### src/rtl/shift_pkg.sv
package shift_pkg;
  localparam int unsigned DEF_WIDTH = 32;
endpackage

### src/rtl/bit_rev_mux.sv
module bit_rev_mux #(
  parameter int unsigned WIDTH = shift_pkg::DEF_WIDTH
) (
  input  logic             rev_i,
  input  logic [WIDTH-1:0] d_i,
  output logic [WIDTH-1:0] d_o
);
  for (genvar i = 0; i < WIDTH; i++) begin : g_bit
    assign d_o[i] = rev_i ? d_i[WIDTH-1-i] : d_i[i];
  end
endmodule

### src/rtl/lsh_stage.sv
module lsh_stage #(
  parameter int unsigned WIDTH = shift_pkg::DEF_WIDTH,
  parameter int unsigned DIST  = 1
) (
  input  logic             en_i,
  input  logic             fill_i,
  input  logic             sign_i,
  input  logic [WIDTH-1:0] d_i,
  input  logic             carry_i,
  input  logic             ovf_i,
  output logic [WIDTH-1:0] d_o,
  output logic             carry_o,
  output logic             ovf_o
);
  always_comb begin
    if (en_i) begin
      d_o     = {d_i[WIDTH-1-DIST:0], {DIST{fill_i}}};
      carry_o = d_i[WIDTH-DIST];
      // dropped bits plus new top bit must all match original sign
      ovf_o   = ovf_i | (d_i[WIDTH-1:WIDTH-1-DIST] != {(DIST+1){sign_i}});
    end else begin
      d_o     = d_i;
      carry_o = carry_i;
      ovf_o   = ovf_i;
    end
  end
endmodule

### src/rtl/lsh_core.sv
module lsh_core #(
  parameter int unsigned WIDTH = shift_pkg::DEF_WIDTH,
  localparam int unsigned AMT_W = $clog2(WIDTH)
) (
  input  logic [WIDTH-1:0] d_i,
  input  logic [AMT_W-1:0] amt_i,
  input  logic             fill_i,
  input  logic             sign_i,
  output logic [WIDTH-1:0] d_o,
  output logic             carry_o,
  output logic             ovf_o
);
  logic [WIDTH-1:0] d_q [AMT_W+1];
  logic             c_q [AMT_W+1];
  logic             v_q [AMT_W+1];

  assign d_q[0] = d_i;
  assign c_q[0] = 1'b0;
  assign v_q[0] = 1'b0;

  for (genvar k = 0; k < AMT_W; k++) begin : g_stage
    lsh_stage #(.WIDTH(WIDTH), .DIST(1 << k)) u_stage (
      .en_i   (amt_i[k]),
      .fill_i (fill_i),
      .sign_i (sign_i),
      .d_i    (d_q[k]),
      .carry_i(c_q[k]),
      .ovf_i  (v_q[k]),
      .d_o    (d_q[k+1]),
      .carry_o(c_q[k+1]),
      .ovf_o  (v_q[k+1])
    );
  end

  assign d_o     = d_q[AMT_W];
  assign carry_o = c_q[AMT_W];
  assign ovf_o   = v_q[AMT_W];
endmodule

### src/rtl/bidir_shifter.sv
module bidir_shifter #(
  parameter int unsigned WIDTH = shift_pkg::DEF_WIDTH,
  localparam int unsigned AMT_W = $clog2(WIDTH)
) (
  input  logic [WIDTH-1:0] data_i,
  input  logic [AMT_W-1:0] amt_i,
  input  logic             dir_right_i,
  input  logic             arith_i,
  output logic [WIDTH-1:0] result_o,
  output logic             carry_o,
  output logic             ovf_o
);
  logic [WIDTH-1:0] pre_rev, core_out;
  logic             core_carry, core_ovf, fill;

  // sign fill only for arithmetic right shifts
  assign fill = dir_right_i & arith_i & data_i[WIDTH-1];

  bit_rev_mux #(.WIDTH(WIDTH)) u_rev_in (
    .rev_i(dir_right_i),
    .d_i  (data_i),
    .d_o  (pre_rev)
  );

  lsh_core #(.WIDTH(WIDTH)) u_core (
    .d_i    (pre_rev),
    .amt_i  (amt_i),
    .fill_i (fill),
    .sign_i (data_i[WIDTH-1]),
    .d_o    (core_out),
    .carry_o(core_carry),
    .ovf_o  (core_ovf)
  );

  bit_rev_mux #(.WIDTH(WIDTH)) u_rev_out (
    .rev_i(dir_right_i),
    .d_i  (core_out),
    .d_o  (result_o)
  );

  assign carry_o = core_carry;
  assign ovf_o   = core_ovf & ~dir_right_i;
endmodule

### config.mk
export PLATFORM = sky130hd
export DESIGN_NAME = bidir_shifter
export DESIGN_NICKNAME = d
export VERILOG_FILES = /design/src/rtl/shift_pkg.sv /design/src/rtl/bit_rev_mux.sv /design/src/rtl/lsh_stage.sv /design/src/rtl/lsh_core.sv /design/src/rtl/bidir_shifter.sv
export SDC_FILE = /design/constraint.sdc
export NUM_CORES = 1
export LEC_CHECK = 0
export BUFFER_PORTS_ARGS = -buffer_cell sky130_fd_sc_hd__buf_2
export CORE_MARGIN = 2
export CORE_UTILIZATION = 40
export DETAILED_ROUTE_END_ITERATION = 8
export GPL_TIMING_DRIVEN = 1
export PLACE_DENSITY = 0.62
export SYNTH_ARGS = -nofsm -noshare
export SYNTH_HDL_FRONTEND = slang
export SYNTH_SLANG_ARGS = --single-unit
### constraint.sdc
create_clock -name vclk -period 6.1
set_clock_uncertainty 0.05 [all_clocks]
set_input_delay 0.305 -clock vclk [all_inputs]
set_output_delay 0.305 -clock vclk [all_outputs]
set_load 0.02 [all_outputs]
# Word-level counts from Yosys, hierarchy flattened

Index checks and enable logic that the tools add are counted.

Logic and storage cells: 92
Output and inout bits: 34
Register bits after elaboration: 0
Bits of input ports: 39

Bitwise operators: 8
Multiplexer cells: 79
Equal/unequal tests: 5

Operator list:

| kind           | count |
|---|---|
| $mux W32       | 5 |
| $mux W1        | 74 |
| $ne A17 B17 Y1 | 1 |
| $ne A9 B9 Y1   | 1 |
| $ne A5 B5 Y1   | 1 |
| $or A1 B1 Y1   | 4 |
| $and A1 B1 Y1  | 3 |
| $ne A3 B3 Y1   | 1 |
| $ne A2 B2 Y1   | 1 |
| $not A1 Y1     | 1 |

# Longest topological paths before layout

Depth in word-level cells: 13
Gate-level depth with buffers: 12
Gate-level depth less buffers: 8

# Hierarchy

From an unflattened synthesis, not the netlist that was laid out.

Cells, all modules: 332
Area, all modules: 3527.1 µm²

Modules (own cells, without submodules):

| module                                | instances | area each (µm²) | cells an instance | sequential area each (µm²) |
|---|---|---|---|---|
| bit_rev_mux                           | 2         | 544.3           | 36                | 0.0 |
| lsh_stage (u_core.g_stage[2].u_stage) | 1         | 554.3           | 48                | 0.0 |
| lsh_stage (u_core.g_stage[3].u_stage) | 1         | 553.0           | 55                | 0.0 |
| lsh_stage (u_core.g_stage[4].u_stage) | 1         | 457.9           | 71                | 0.0 |
| lsh_stage (u_core.g_stage[0].u_stage) | 1         | 444.2           | 40                | 0.0 |
| lsh_stage (u_core.g_stage[1].u_stage) | 1         | 412.9           | 43                | 0.0 |
| bidir_shifter                         | 1         | 12.5            | 2                 | 0.0 |
| lsh_core                              | 1         | 3.8             | 1                 | 0.0 |

# Least setup slack after synthesis

OpenSTA, ideal clock, no wires.

Path kind: input-to-output
Start: input amt_i[0]
End: output ovf_o
Path buffers: 1
Data required time: 5.745 ns
Path slack: 2.866 ns
Arrival: 2.879 ns
Stages on the path: 9
Cells stage by stage: buf_6 -> mux4_1 -> mux4_2 -> and2_0 -> a31o_1 -> or4b_1 -> nor4bb_1 -> o22ai_1 -> a31o_1

Cells in the longest elaborated chain, start to end: 11

Ends and longest elaborated chain:

| element            | RTL line            | text |
|---|---|---|
| start: declaration | bidir_shifter.sv:6  | `input logic [AMT_W-1:0] amt_i,` |
| $mux W32           | lsh_stage.sv:16     | `if (en_i) begin` |
| $ne A3 B3 Y1       | lsh_stage.sv:20     | `ovf_o = ovf_i \| (d_i[WIDTH-1:WIDTH-1-DIST] != {(DIST+1){sign_i}});` |
| $or A1 B1 Y1       | lsh_stage.sv:20     |  |
| $mux W1            | lsh_stage.sv:16     |  |
| $or A1 B1 Y1       | lsh_stage.sv:20     |  |
| $mux W1            | lsh_stage.sv:16     |  |
| $or A1 B1 Y1       | lsh_stage.sv:20     |  |
| $mux W1            | lsh_stage.sv:16     |  |
| $or A1 B1 Y1       | lsh_stage.sv:20     |  |
| $mux W1 (*)        | lsh_stage.sv:16     |  |
| $and A1 B1 Y1 (*)  | bidir_shifter.sv:42 | `assign ovf_o = core_ovf & ~dir_right_i;` |
| end: declaration   | bidir_shifter.sv:11 | `output logic ovf_o` |

Mark *: on every way between the ends. The rest lies on a longest branch, timed or not.

# Worst setup path after layout

Start: input amt_i[3]
End: output ovf_o

Cells in the longest elaborated chain, start to end: 5

Ends and longest elaborated chain:

| element           | RTL line |
|---|---|
| $mux W32          | lsh_stage.sv:16 |
| $ne A17 B17 Y1    | lsh_stage.sv:20 |
| $or A1 B1 Y1      | lsh_stage.sv:20 |
| $mux W1 (*)       | lsh_stage.sv:16 |
| $and A1 B1 Y1 (*) | bidir_shifter.sv:42 |

Marks and branches as above.

==> impl_metrics.py <==
metrics = {
    "outcome": {
        "status": "completed",
    },
    "die": {
        "die_y_microns": 104,
        "die-width_microns": 104,
        "fp.coreArea_sq_um": 9730,
        "initial_utilization_pct": 41.0,
        "pin_count": 73,
        "std_cell_rows": 36,
        "die_area_sq_um": 10800,
    },
    "synth": {
        "syn_area_sq_um": 3990,
        "avgSynthCellArea_sq_um": 8.00,
        "synthTopCellsByArea": "mux4_2 (24%), mux2i_1 (16%), mux2_2 (10%), nand2_1 (5.3%), nor2_1 (4.6%)",
        "synth_nets": 538,
        "ys_top_cells_by_count": "mux2i_1 (64), nand2_1 (56), nor2_1 (49), mux4_2 (42), mux2_2 (37)",
        "ys_types": 61,
        "ys_seq_area_share_pct": 0,
        "yosysMostFrequentCell": "mux2i_1",
        "yosysWarnings": 0,
        "yosys.area.top_type_share_pct": 23.7,
        "synth_cells": 499,
        "yosys.area.top_type": "mux4_2",
    },
    "sta": {
        "finalMaxSlewViolations": 0,
        "layout_min_cycle_time_ps": 4240,
        "setup_tns_ps": 0,
        "max_slew_margin_pct": 22.7,
        "rsz0062_at_grt": "no",
        "setup_viol_count_final": 0,
        "hold_viol": 0,
        "max_freq_mhz": 236,
        "fin_crit_sh_pct": 69.5,
        "final.setup.worst_slack_ps": 1860,
        "worstMarginPinSlew_ps": 1160,
    },
    "detailed_routing": {
        "drtIter0Drc": 469,
        "dr_total_vias": 4322,
        "firstDrtPassIters": 7,
        "remaining_drc_errors": 0,
        "routedWlPerCell_microns": 20.4,
        "wl_microns": 13500,
        "drtAntennaViolNets": 0,
        "via_per_inst": 6.54,
    },
    "layout": {
        "fin_cells": 661,
        "seqCellArea_sq_um": 0,
        "clkbuf_count": 0,
        "drive_above_1_share_pct": 31.4,
        "area_delta_synth_final_pct": 7.86,
        "seq_cells": 0,
        "fillerInstances": 1022,
        "nets": 569,
        "diodes": 0,
    },
    "grt": {
        "grtUsageTotal_pct": 24.6,
        "grtUsageMet3_pct": 1.38,
        "grt-busiest-layer": "met2",
        "grt_pass1_wl_microns": 22100,
        "grt_overflow_total": 0,
        "grt_pass1_vias": 4011,
        "grt_util_met1_pct": 36.1,
        "grtUsageMet2_pct": 40.0,
        "antenna_found_initial": 0,
        "grt_start_max_net_pins": 66,
    },
    "place": {
        "gp_congestion": 0.965,
        "hpwl_microns": 10300,
        "post-place-ws_ps": 1950,
        "place_inst": 661,
        "port_buffers": 73,
    },
    "clock_network": {
        "postCtsHoldBufs": 0,
        "post_cts_buffers": 0,
        "ctsResizeCount": 0,
    },
    "critical_path": {
        "arrival_ps": 3890,
        "cp_max_fo": 57,
        "endpoint_kind": "output pin",
        "crit_slowest_cell": "buf_2",
        "critPathLaunchType": "input port",
        "worstSetupPathType": "in2out",
        "worstPathRequired_ps": 5740,
        "critical_path.top_delay_family": "multiplexers",
        "crit_buf_inv": 2,
        "path_cells": "buf_2 > mux4_2 > mux4_2 > and2_0 > a31o_1 > or4b_1 > nor4bb_1 > o22ai_1 > a31o_1 > buf_2",
        "max_stage_delay_ps": 750,
    },
    "power_and_ir_drop": {
        "p_per_area_nw_per_um2": 109,
        "max-vdd-ir-drop_mv": 0.108,
        "power.leakage_uw": 0.00175,
        "power_uw": 470,
    },
    "flow_run": {
        "maxCapViolCount": 0,
    },
    "hold_path": {
        "hold_path.class": "in2out",
    },
}
layer usage:
metal / up-vias / wire [microns]
li1: 2010 / -
met1: 2052 / 6040
met2: 235 / 6110
met3: 25 / 1060
met4: 0 / 308
met5: - / 0
stage by stage:
| step | hold WS [ps] | instance area (sq um) | utilization [%] |
|---|---|---|---|
| 2_1_floorplan | 831 | 3990 | - |
| 3_3_place_gp | 1260 | 4310 | 44.3 |
| 3_5_place_dp | 1270 | 4310 | 44.3 |
| 4_1_cts | 1280 | 4310 | 44.3 |
| 5_1_grt | 1310 | 4310 | 44.3 |
| 6_report | 1280 | 4310 | 44.3 |
power by group:
group	switching [uW]	internal [uW]	total, uW
registers	0	0	0
logic	280	190	470
clock network	0	0	0
worst min-delay path, cell delays in order:
cell     delay (ps)
buf_2           110
and3_1          260
o31ai_1         100
a31oi_1         100
buf_2           150
area by class of cell:
class,instances,area (sq um),share of cell area (%)
timing repair buffer,78,405,9.41
tap,133,166,3.86
multi-input combinational,443,3710,86.1
inverter,7,26.3,0.610
cell usage in the layout, fill, tap and decap left out, types with 2 or more instances in the layout:
cell type | Yosys | final
a211o_1 | 2 | 2
a211oi_1 | 6 | 6
a21o_1 | 2 | 2
a21oi_1 | 27 | 27
a22o_1 | 3 | 3
a22oi_1 | 17 | 17
a31o_1 | 2 | 2
a31o_2 | 2 | 2
a31oi_1 | 5 | 5
a32o_1 | 2 | 2
and2_1 | 2 | 2
and3_1 | 2 | 2
and4_1 | 2 | 2
buf_2 | 9 | 72
buf_4 | 2 | 6
inv_1 | 6 | 5
mux2_2 | 37 | 37
mux2i_1 | 64 | 64
mux4_2 | 42 | 42
nand2_1 | 56 | 56
nand2b_1 | 8 | 8
nand3_1 | 9 | 9
nand4_1 | 3 | 3
nor2_1 | 49 | 49
nor2b_1 | 6 | 6
nor3_1 | 8 | 8
nor3b_1 | 2 | 2
nor4_1 | 2 | 2
o211a_1 | 2 | 2
o211ai_1 | 8 | 8
o21a_1 | 5 | 5
o21ai_0 | 26 | 26
o22ai_1 | 4 | 4
o311ai_0 | 2 | 2
o31ai_1 | 7 | 7
or2_2 | 6 | 6
or3_1 | 3 | 3
or4_1 | 2 | 2
final timing paths:
path  startpoint           end  slack [ps]  cells past startpoint
min      arith_i  result_o[31]        1280                      5
max     amt_i[3]         ovf_o        1860                     10
kinds of logic (layout without fill, tap and decap cells):
family	after synthesis	count (layout)	synth area share (%)
and+or+nand+nor	168	168	20.1
muxes	144	144	50.8
buffers and inverters	56	85	7.11
xor gates and xnor gates	2	2	0.439
AOI/OAI and AO/OA	129	129	21.6
(Power assumes the default switching activity.)
